### config.mk
export PLATFORM = sky130hd
export DESIGN_NAME = fdu_operand_unit
export DESIGN_NICKNAME = d
export VERILOG_FILES = /design/src/rtl/fdu_pkg.sv /design/src/rtl/fdu_route.sv /design/src/rtl/fdu_slot.sv /design/src/rtl/fdu_operand_unit.sv
export SDC_FILE = /design/constraint.sdc
export NUM_CORES = 2
export LEC_CHECK = 0
export BUFFER_PORTS_ARGS = -buffer_cell sky130_fd_sc_hd__buf_2
export CAP_MARGIN = 20
export CORE_UTILIZATION = 59
export CTS_BUF_LIST = sky130_fd_sc_hd__clkbuf_8
export CTS_CLUSTER_DIAMETER = 200
export DETAILED_ROUTE_END_ITERATION = 6
export HOLD_SLACK_MARGIN = 0.05
export PLACE_DENSITY_LB_ADDON = 0.05
export SLEW_MARGIN = 20
export SYNTH_ARGS = -nofsm -noshare
export SYNTH_HDL_FRONTEND = slang
export SYNTH_SLANG_ARGS = --single-unit
export TNS_END_PERCENT = 5
### constraint.sdc
create_clock -name clk -period 4.2 [get_ports clk]
set_input_delay 0.63 -clock clk [delete_from_list [all_inputs] [get_ports clk]]
set_output_delay 0.63 -clock clk [all_outputs]
set_load 0.03 [all_outputs]
### src/rtl/fdu_pkg.sv
package fdu_pkg;

  // Slot that holds operands for the instruction at sequence index seq.
  function automatic int unsigned fdu_slot_of(input int unsigned seq,
                                              input int unsigned slots);
    return seq % slots;
  endfunction

  // Slot of the consumer reached by distance field value fld (distance fld+1).
  function automatic int unsigned fdu_target(input int unsigned seq,
                                             input int unsigned fld,
                                             input int unsigned slots);
    return (seq + fld + 1) % slots;
  endfunction

endpackage

### src/rtl/fdu_route.sv
module fdu_route
  import fdu_pkg::*;
#(
  parameter int SEQ_W  = 8,
  parameter int DIST_W = 5,
  localparam int SLOTS = 1 << DIST_W
) (
  input  logic              iss_valid,
  input  logic              iss_has_out,
  input  logic [SEQ_W-1:0]  iss_seq,
  input  logic [DIST_W-1:0] iss_dist,
  output logic [DIST_W-1:0] rd_slot,
  output logic [SLOTS-1:0]  clr_vec,
  output logic [SLOTS-1:0]  wr_vec
);

  logic [DIST_W-1:0] wr_slot;

  assign rd_slot = DIST_W'(fdu_slot_of(int'(iss_seq), SLOTS));
  assign wr_slot = DIST_W'(fdu_target(int'(iss_seq), int'(iss_dist), SLOTS));

  for (genvar i = 0; i < SLOTS; i++) begin : g_dec
    assign clr_vec[i] = iss_valid && (rd_slot == DIST_W'(i));
    assign wr_vec[i]  = iss_valid && iss_has_out && (wr_slot == DIST_W'(i));
  end

endmodule

### src/rtl/fdu_slot.sv
module fdu_slot #(
  parameter int DATA_W  = 16,
  parameter int MAX_OPS = 2,
  localparam int CNT_W  = $clog2(MAX_OPS + 1)
) (
  input  logic                      clk,
  input  logic                      rst_n,
  input  logic                      clr,
  input  logic                      wr,
  input  logic [DATA_W-1:0]         wr_data,
  output logic [MAX_OPS*DATA_W-1:0] ops_q,
  output logic [CNT_W-1:0]          cnt_q,
  output logic                      ovf
);

  logic [CNT_W-1:0] base_cnt;
  logic             full;

  // A clear in the same cycle happens before the append.
  assign base_cnt = clr ? '0 : cnt_q;
  assign full     = (base_cnt == CNT_W'(MAX_OPS));
  assign ovf      = wr && full;

  always_ff @(posedge clk) begin
    if (!rst_n) begin
      ops_q <= '0;
      cnt_q <= '0;
    end else begin
      if (clr) begin
        ops_q <= '0;
        cnt_q <= '0;
      end
      if (wr && !full) begin
        ops_q[int'(base_cnt)*DATA_W +: DATA_W] <= wr_data;
        cnt_q <= base_cnt + CNT_W'(1);
      end
    end
  end

  p_cnt_bound_r3: assert property (@(posedge clk) disable iff (!rst_n)
    cnt_q <= CNT_W'(MAX_OPS));

  p_append_counts_r3: assert property (@(posedge clk) disable iff (!rst_n)
    (wr && !clr && cnt_q < CNT_W'(MAX_OPS)) |=> (cnt_q == $past(cnt_q) + CNT_W'(1)));

  p_clear_empties_r4: assert property (@(posedge clk) disable iff (!rst_n)
    (clr && !wr) |=> (cnt_q == '0 && ops_q == '0));

  p_drop_keeps_r5: assert property (@(posedge clk) disable iff (!rst_n)
    (wr && !clr && cnt_q == CNT_W'(MAX_OPS)) |=> (ops_q == $past(ops_q) && cnt_q == CNT_W'(MAX_OPS)));

  p_idle_holds_r8: assert property (@(posedge clk) disable iff (!rst_n)
    (!wr && !clr) |=> $stable(ops_q) && $stable(cnt_q));

endmodule

### src/rtl/fdu_operand_unit.sv
module fdu_operand_unit #(
  parameter int DATA_W  = 16,
  parameter int DIST_W  = 5,
  parameter int SEQ_W   = 8,
  parameter int MAX_OPS = 2,
  localparam int SLOTS  = 1 << DIST_W,
  localparam int CNT_W  = $clog2(MAX_OPS + 1)
) (
  input  logic                      clk,
  input  logic                      rst_n,
  input  logic                      iss_valid,
  input  logic [SEQ_W-1:0]          iss_seq,
  input  logic                      iss_has_out,
  input  logic [DIST_W-1:0]         iss_dist,
  input  logic [DATA_W-1:0]         iss_result,
  output logic                      rd_valid,
  output logic [MAX_OPS*DATA_W-1:0] rd_ops,
  output logic [CNT_W-1:0]          rd_count,
  output logic                      ovf_err
);

  logic [DIST_W-1:0]         rd_slot;
  logic [SLOTS-1:0]          clr_vec;
  logic [SLOTS-1:0]          wr_vec;
  logic [SLOTS-1:0]          ovf_vec;
  logic [MAX_OPS*DATA_W-1:0] slot_ops [SLOTS];
  logic [CNT_W-1:0]          slot_cnt [SLOTS];
  logic                      ovf_evt;

  fdu_route #(.SEQ_W(SEQ_W), .DIST_W(DIST_W)) route_i (
    .iss_valid   (iss_valid),
    .iss_has_out (iss_has_out),
    .iss_seq     (iss_seq),
    .iss_dist    (iss_dist),
    .rd_slot     (rd_slot),
    .clr_vec     (clr_vec),
    .wr_vec      (wr_vec)
  );

  for (genvar i = 0; i < SLOTS; i++) begin : g_slot
    fdu_slot #(.DATA_W(DATA_W), .MAX_OPS(MAX_OPS)) slot_i (
      .clk     (clk),
      .rst_n   (rst_n),
      .clr     (clr_vec[i]),
      .wr      (wr_vec[i]),
      .wr_data (iss_result),
      .ops_q   (slot_ops[i]),
      .cnt_q   (slot_cnt[i]),
      .ovf     (ovf_vec[i])
    );
  end

  assign ovf_evt = |ovf_vec;

  always_ff @(posedge clk) begin
    if (!rst_n) begin
      rd_valid <= 1'b0;
      rd_ops   <= '0;
      rd_count <= '0;
      ovf_err  <= 1'b0;
    end else begin
      rd_valid <= iss_valid;
      if (iss_valid) begin
        rd_ops   <= slot_ops[rd_slot];
        rd_count <= slot_cnt[rd_slot];
      end
      if (ovf_evt) ovf_err <= 1'b1;
    end
  end

  p_one_target_r2: assert property (@(posedge clk) disable iff (!rst_n)
    $onehot0(wr_vec));

  p_one_reader_r4: assert property (@(posedge clk) disable iff (!rst_n)
    iss_valid |-> $countones(clr_vec) == 1);

  p_no_out_no_write_r6: assert property (@(posedge clk) disable iff (!rst_n)
    !iss_has_out |-> wr_vec == '0);

  p_rd_follows_issue_r3: assert property (@(posedge clk) disable iff (!rst_n)
    iss_valid |=> rd_valid);

  p_idle_no_rd_r8: assert property (@(posedge clk) disable iff (!rst_n)
    !iss_valid |=> !rd_valid);

  p_ovf_flags_r5: assert property (@(posedge clk) disable iff (!rst_n)
    ovf_evt |=> ovf_err);

  p_err_sticky_r5: assert property (@(posedge clk) disable iff (!rst_n)
    ovf_err |=> ovf_err);

  p_err_cause_r5: assert property (@(posedge clk) disable iff (!rst_n)
    $rose(ovf_err) |-> $past(ovf_evt));

endmodule

Yosys cells after proc, flatten, opt, wreduce, memory -nomap -nowiden
Cells that the tools add are included.
{ "classes": {"n_addsub": 66, "n_mul": 0, "div": 0, "order_cmp": 1, "n_eq_ne": 94, "shift": 64, "n_mux": 198, "bitwise_logic": 1, "reduce_logical": 164} }
{ "ops": {"columns": ["cell", "n"], "rows": [
  ["two-way mux 32 bit", 98],
  ["negation 6 -> 33 bit", 32],
  ["variable shift 16 x 33 -> 32 bit (first input constant)", 32],
  ["variable part select 16 x 33 -> 32 bit", 32],
  ["bitwise mux 32 bit", 32],
  ["binary-select mux 32 bit (select 5 bit)", 1],
  ["equality test 5 bit (second input constant)", 32],
  ["two-way mux 2 bit", 66],
  ["logical AND 1 bit", 129],
  ["equality test 5 x 4 -> 1 bit (second input constant)", 16],
  ["adder 2 x 1 -> 2 bit (second input constant)", 32],
  ["equality test 2 bit (second input constant)", 32],
  ["equality test 5 x 3 -> 1 bit (second input constant)", 8],
  ["zero test 1 bit", 32],
  ["OR reduction 32 bit", 1],
  ["equality test 5 x 2 -> 1 bit (second input constant)", 4],
  ["binary-select mux 2 bit (select 5 bit)", 1],
  ["equality test 5 x 1 -> 1 bit (second input constant)", 2],
  ["zero test 5 bit", 2],
  ["greater-or-equal comparator 6 bit (second input constant)", 1],
  ["inverter 5 -> 6 bit", 1],
  ["adder 5 x 1 -> 5 bit (second input constant)", 1],
  ["adder 5 bit", 1]
]} }
{ "totals": {"regBits": 1124, "latch_bits": 0, "ram_bits": 0, "romBits": 0, "output_inout_bits": 36, "elab_cells": 656, "mem_count": 0} }

Depth between registers and ports, before layout
{ "depth": {"depth_word": 7, "depth_mapped": 17} }

Hierarchy
A second synthesis with hierarchy kept.
{ "hier_totals": {"hier_cells": 5512, "hier_area_um2": 55450.7} }
{ "by_module_without_submodules": {"columns": ["module", "n_inst", "cells_each", "area_each_um2", "seq_area_each_um2"], "rows": [
  ["fdu_slot", 32, 129, 1381.3, 680.7],
  ["fdu_operand_unit", 1, 1256, 10535.1, 720.7],
  ["fdu_route", 1, 128, 713.2, 0.0]
]} }

Worst setup path after synthesis
OpenSTA, ideal clock, no wires.
{ "synth_timing": {"kind": "input to register", "start": "in iss_seq[1]", "end": "reg g_slot[5].slot_i.ops_q[10]", "setup_ns": 0.128, "t_arrival_ns": 4.015, "slack_ns": 0.057, "cell_stages": 15, "path_buffers": 5, "cell_sequence": "clkbuf_1 clkbuf_1 clkbuf_1 inv_1 fa_1 xor2_1 nor2_2 o21ai_2 nor4_2 nand2_1 and2_1 clkbuf_1 clkbuf_1 a22oi_1 nor2_1"} }
{ "synth_between": {"elab_chain_cells": 7, "word_cells_on_any_way": 17, "cone_classes": "3 x add/sub; 3 x eq/ne; 2 x shift; 5 x mux; 4 x reduce/logical"} }
{ "synth_lines": {"columns": ["element", "line", "rtl"], "rows": [
  ["from (decl)", "fdu_operand_unit.sv:12", "input logic [SEQ_W-1:0] iss_seq,"],
  ["equality test 5 x 3 -> 1 bit", "fdu_route.sv:23", "assign clr_vec[i] = iss_valid && (rd_slot == DIST_W'(i));"],
  ["logical AND 1 bit", "fdu_route.sv:23", null],
  ["two-way mux 2 bit", null, null],
  ["negation 6 -> 33 bit / equality test 2 bit (equally long branches)", "fdu_slot.sv:34, fdu_slot.sv:21", null],
  ["variable part select 16 x 33 -> 32 bit, or another cell as far along", "fdu_slot.sv:34", "ops_q[int'(base_cnt)*DATA_W +: DATA_W] <= wr_data;"],
  ["bitwise mux 32 bit / logical AND 1 bit (equally long branches)", "fdu_slot.sv:34, fdu_slot.sv:33", null],
  ["two-way mux 32 bit (*)", "fdu_slot.sv:33", "if (wr && !full) begin"],
  ["to (signal, indexed assignment)", "fdu_slot.sv:34", null],
  ["to (decl)", "fdu_slot.sv:11", "output logic [MAX_OPS*DATA_W-1:0] ops_q,"]
]} }
Every way passes the cells marked *; elsewhere a longest branch is shown, timed or not. The select of a mux whose other input is x is not followed.
A chain may end at the register's enable or synchronous reset.

Worst setup path after layout
{ "layout_timing": {"start": "in iss_seq[0]", "end": "reg g_slot[12].slot_i.ops_q[20]"} }
{ "layout_between": {"elab_chain_cells": 7, "word_cells_on_any_way": 17, "cone_classes": "3 x add/sub; 3 x eq/ne; 2 x shift; 5 x mux; 4 x reduce/logical"} }
{ "layout_lines": {"columns": ["element", "line"], "rows": [
  ["equality test 5 x 4 -> 1 bit", "fdu_route.sv:23"],
  ["logical AND 1 bit", "fdu_route.sv:23"],
  ["two-way mux 2 bit", null],
  ["negation 6 -> 33 bit / equality test 2 bit (equally long branches)", "fdu_slot.sv:34, fdu_slot.sv:21"],
  ["variable part select 16 x 33 -> 32 bit, or another cell as far along", "fdu_slot.sv:34"],
  ["bitwise mux 32 bit / logical AND 1 bit (equally long branches)", "fdu_slot.sv:34, fdu_slot.sv:33"],
  ["two-way mux 32 bit (*)", "fdu_slot.sv:33"],
  ["to (signal, indexed assignment)", "fdu_slot.sv:34"],
  ["to (decl)", "fdu_slot.sv:11"]
]} }
Marked as above.

==> results by stage <==
Worst setup path:
- The signal on the critical path passes through buf_8 -> inv_1 -> ha_1 -> fa_1 -> nand2b_1 -> a21oi_2 -> xnor2_2 -> and4_1 -> nand2_1 -> and2_1 -> a22oi_1 -> nor2_1.
- The required arrival time at the worst endpoint is 4.99 ns.
- The critical path class is input port to flop.
- The nature of the critical path startpoint is an input port.
- The slowest stage of the critical path belongs to the cell and2_1.
- In this design, the stage delay of the slowest critical-path cell is 0.80 ns.
- Of all nets on the critical path, the largest fanout is 16.
- The category of the worst setup path capture point is a flop.
- STA puts the critical path data arrival time at 3.98 ns.

GRT:
- The remaining global-route overflow is 0.
- The maximum number of pins on one net before global-route repair is 148.
- The number of global-route vias before repair is 38.5k.
- The global-route wire length before repair is 237,000 microns.
- The initial antenna violation count is 4.
- The combined global-route utilization of all metal layers is 35.6%.

Finish:
- The layout-stage area growth over the synthesis result is 10.0%.
- The final cell count without fillers is 6,399.
- The top cell types in the final layout, fill and taps aside, are dfxtp_1, nor2_1, a22oi_1.
- The share of the core filled with cells in the final layout is 65.5%.
- The leading cell type in the layout, fill and taps excluded is dfxtp_1.
- After routing the design area is 0.0558 sq mm.
- The final layout contains 5,245 nets.
- Cells with a size suffix above 1 make up 18.0% of the layout.

Clock network:
- The number of instances resized during post-cts repair is 0.
- The number of buffers added for setup after CTS is 0.
- The TritonCTS clock tree is yes.
- The number of hold buffers added after cts is 1.
- The total clock sinks is 1,124.
- The register clock-pin slew on the reported worst setup and hold paths is 0.06 ns.
- The number of levels the H-tree was split into is 4.
- The clock latency of the later-clocked register in the worst-skew pair is 0.88 ns.
- Clock tree synthesis selected as its root buffer the cell clkbuf_8.
- The longest clock path from root to sink contains 3 buffers.
- In this run, CTS created clock tree buffers numbering 187.

Hold path:
- In this run the worst hold path is classified as input port to flop.

Synthesis:
- The mean instance size in the synthesized netlist is 9.70 sq um.
- The area share of and/or/nand/nor cells after synthesis is 15.8%.
- dfxtp_1 takes more of the synthesized area than any other cell.
- The number of nets in the synthesized netlist is 5,361.
- The share of synthesized area spent on multiplexers is 16.0%.
- After synthesis, the cell types taking the most area are dfxtp_1, mux4_2, a22oi_1.
- For this run, asynchronously set or reset flops after synthesis account for 0%.
- Summing the areas of all compound-gate instances in the mapped netlist gives 15.6% of the synthesized area.
- The share of Yosys cell area claimed by the top area cell type is 44.4%.
- The post-synthesis cell count is 5,227.
- Synthesis instantiated 57 different standard cells from the library.
- The synthesized design contains 0 enable-type register cells.
- Counting flops and latches in the post-synthesis netlist gives 1,124.
- By area, the combinational part of the netlist is dominated by multiplexers.
- The number of warnings issued by yosys is 0.
- After Yosys synthesis, full adders, half adders and majority gates account for 2.51% of the synthesized area.
- The xor-xnor portion of the synthesized cell area is 0.654%.
- Sequential cells were found to cover 44.4% of the synthesized design area.
- The cell area that synthesis handed to floorplanning was 0.0507 sq mm.
- The most used flip-flop cell after synthesis is dfxtp_1.

STA:
- The max-slew violation count came to 0.
- Setup repair after global routing left no endpoint under its margin.
- The setup total negative slack is 0 ns.
- The share of the clock period used by the worst path after layout is 75.9%.
- The worst-margin pin slew is 1.14 ns.
- The shortest clock period the worst path allows after layout is 3.19 ns.
- The number of failing hold endpoints at the final stage was 0.
- The clock tree skew after final layout is 0.0386 ns.
- The maximum clock frequency is 0.314 GHz.
- The final setup violation count is 0.
- Measured against its own limit, the worst slew margin works out to 24.0%.

Flow run:
- The count of maximum capacitance violations is 0.

Floorplan:
- The die covers 0.0871 sq mm.
- The initial utilization of the core area, before any placement, comes to 59.5%.
- The number of placement rows is 107.
- The die extent in y is 295 microns.
- The top-level port count is 69.
- The die is 295 microns wide.
- The placeable core region is 0.0851 sq mm.

Routing:
- The total number of vias is 41.6k.
- After detailed routing, the number of remaining DRC violations is 0.
- Once detail routing completed, the nets flagged for antenna violations numbered 0.
- The pre-antenna-repair detailed-routing pass consisted of 6 iterations.
- The final routed wirelength across all metal layers is 157,000 microns.
- The routed wirelength normalized by instance count is 24.5 microns.
- The routed via count divided by cell count is 6.50.
- The violation count after the first detailed-routing iteration is 4,924.

Power:
- The power consumption is 21.9 mW.
- The total power density per cell area is 392 mW/mm^2.
- The leakage power of the design is 20.4 nW.
- Across the VDD grid, the largest voltage drop is 0.000324 V.

Placement:
- The placed instance count is 6,064.
- The quantity of I/O buffers inserted on ports is 65.
- Routability-driven placement finished with a final weighted congestion of 0.970.
- The instance area at placement is 0.0520 sq mm.
- The HPWL after detailed placement is 99,200 microns.

Outcome:
- The flow ran to the end, and the final reports show no timing, DRC or antenna violations.
-- registers in the layout, summed over array words and instances, names as in the netlist --
name                 cells
ovf_err                  1
g_slot.slot_i.cnt_q     64
rd_valid                 1
rd_ops                  32
g_slot.slot_i.ops_q   1024
rd_count                 2
-- kinds of logic after synthesis --
| family | after synthesis |
|---|---|
| xor gates and xnor gates | 37 |
| muxes | 384 |
| buffers and inverters | 656 |
| AOI/OAI and AO/OA | 1133 |
| DFF | 1124 |
| and+or+nand+nor | 1792 |
| adders and majority gates | 101 |
-- area by class of cell --
cell class	instances	area, sq um
sequential	1124	22500
clock buffer	230	3170
inverter	70	270
antenna	4	10.0
timing repair buffer	281	2190
fill	7106	29400
tap	1144	1430
multi-input combinational	3447	25700
clock inverter	99	534
-- worst paths after layout --
path / start / end / slack, ns / depth (start not counted)
setup / recovery: iss_seq[0] / g_slot[12].slot_i.ops_q[20]$_SDFF_PN0_ / 1.01 / 12
hold reg to reg: g_slot[26].slot_i.ops_q[21]$_SDFF_PN0_ / g_slot[26].slot_i.ops_q[21]$_SDFF_PN0_ / 0.46 / 2
hold / removal: iss_result[2] / g_slot[7].slot_i.ops_q[18]$_SDFF_PN0_ / 0.28 / 3
setup reg to reg: g_slot[11].slot_i.cnt_q[0]$_SDFF_PN0_ / g_slot[11].slot_i.ops_q[15]$_SDFF_PN0_ / 1.66 / 8
-- through the flow --
stage / setup WS [ns] / hold WS (ns)
final: 1.01 / 0.275
after global placement: 0.172 / 0.450
after CTS: 1.10 / 0.277
after global routing: 0.849 / 0.264
after detailed placement: 0.167 / 0.457
after floorplan: 0.0572 / 0.445
-- cells in the mapped netlist, types with 34 or more instances --
master	instances
a21oi_1	231
inv_1	69
nand2_1	187
mux2i_1	42
and2_1	40
clkbuf_1	455
a22oi_1	821
buf_1	36
a211oi_1	34
mux4_2	340
buf_2	88
nor2_1	1031
nand3_1	346
dfxtp_1	1124
and3_1	56
ha_1	100
-- where the power goes --
| group | internal [mW] | switching [mW] | total, mW |
|---|---|---|---|
| Combinational | 0.425 | 1.06 | 1.48 |
| Clock | 5.10 | 4.49 | 9.59 |
| Sequential | 10.7 | 0.0472 | 10.8 |
| Total | 16.3 | 5.59 | 21.9 |
-- worst max-delay path: cells and delay by family --
family	cells	cell delay (ns)
AO/OA/AOI/OAI	2	0.42
XOR/XNOR	1	0.36
adder cells (fa/ha/maj)	2	0.65
buffers and inverters	2	0.20
AND/OR/NAND/NOR	5	1.69
-- metal layers --
metal  share of wire, %  up-vias  global-route usage [%]
met5             0.0089        -                       0
met2                 46     2026                    54.7
met1                 41    20500                    49.0
met4                4.4        2                    16.9
li1                   -    18800                       -
met3                8.7      350                    6.03
Note: power is estimated with default switching activity, not from simulation.
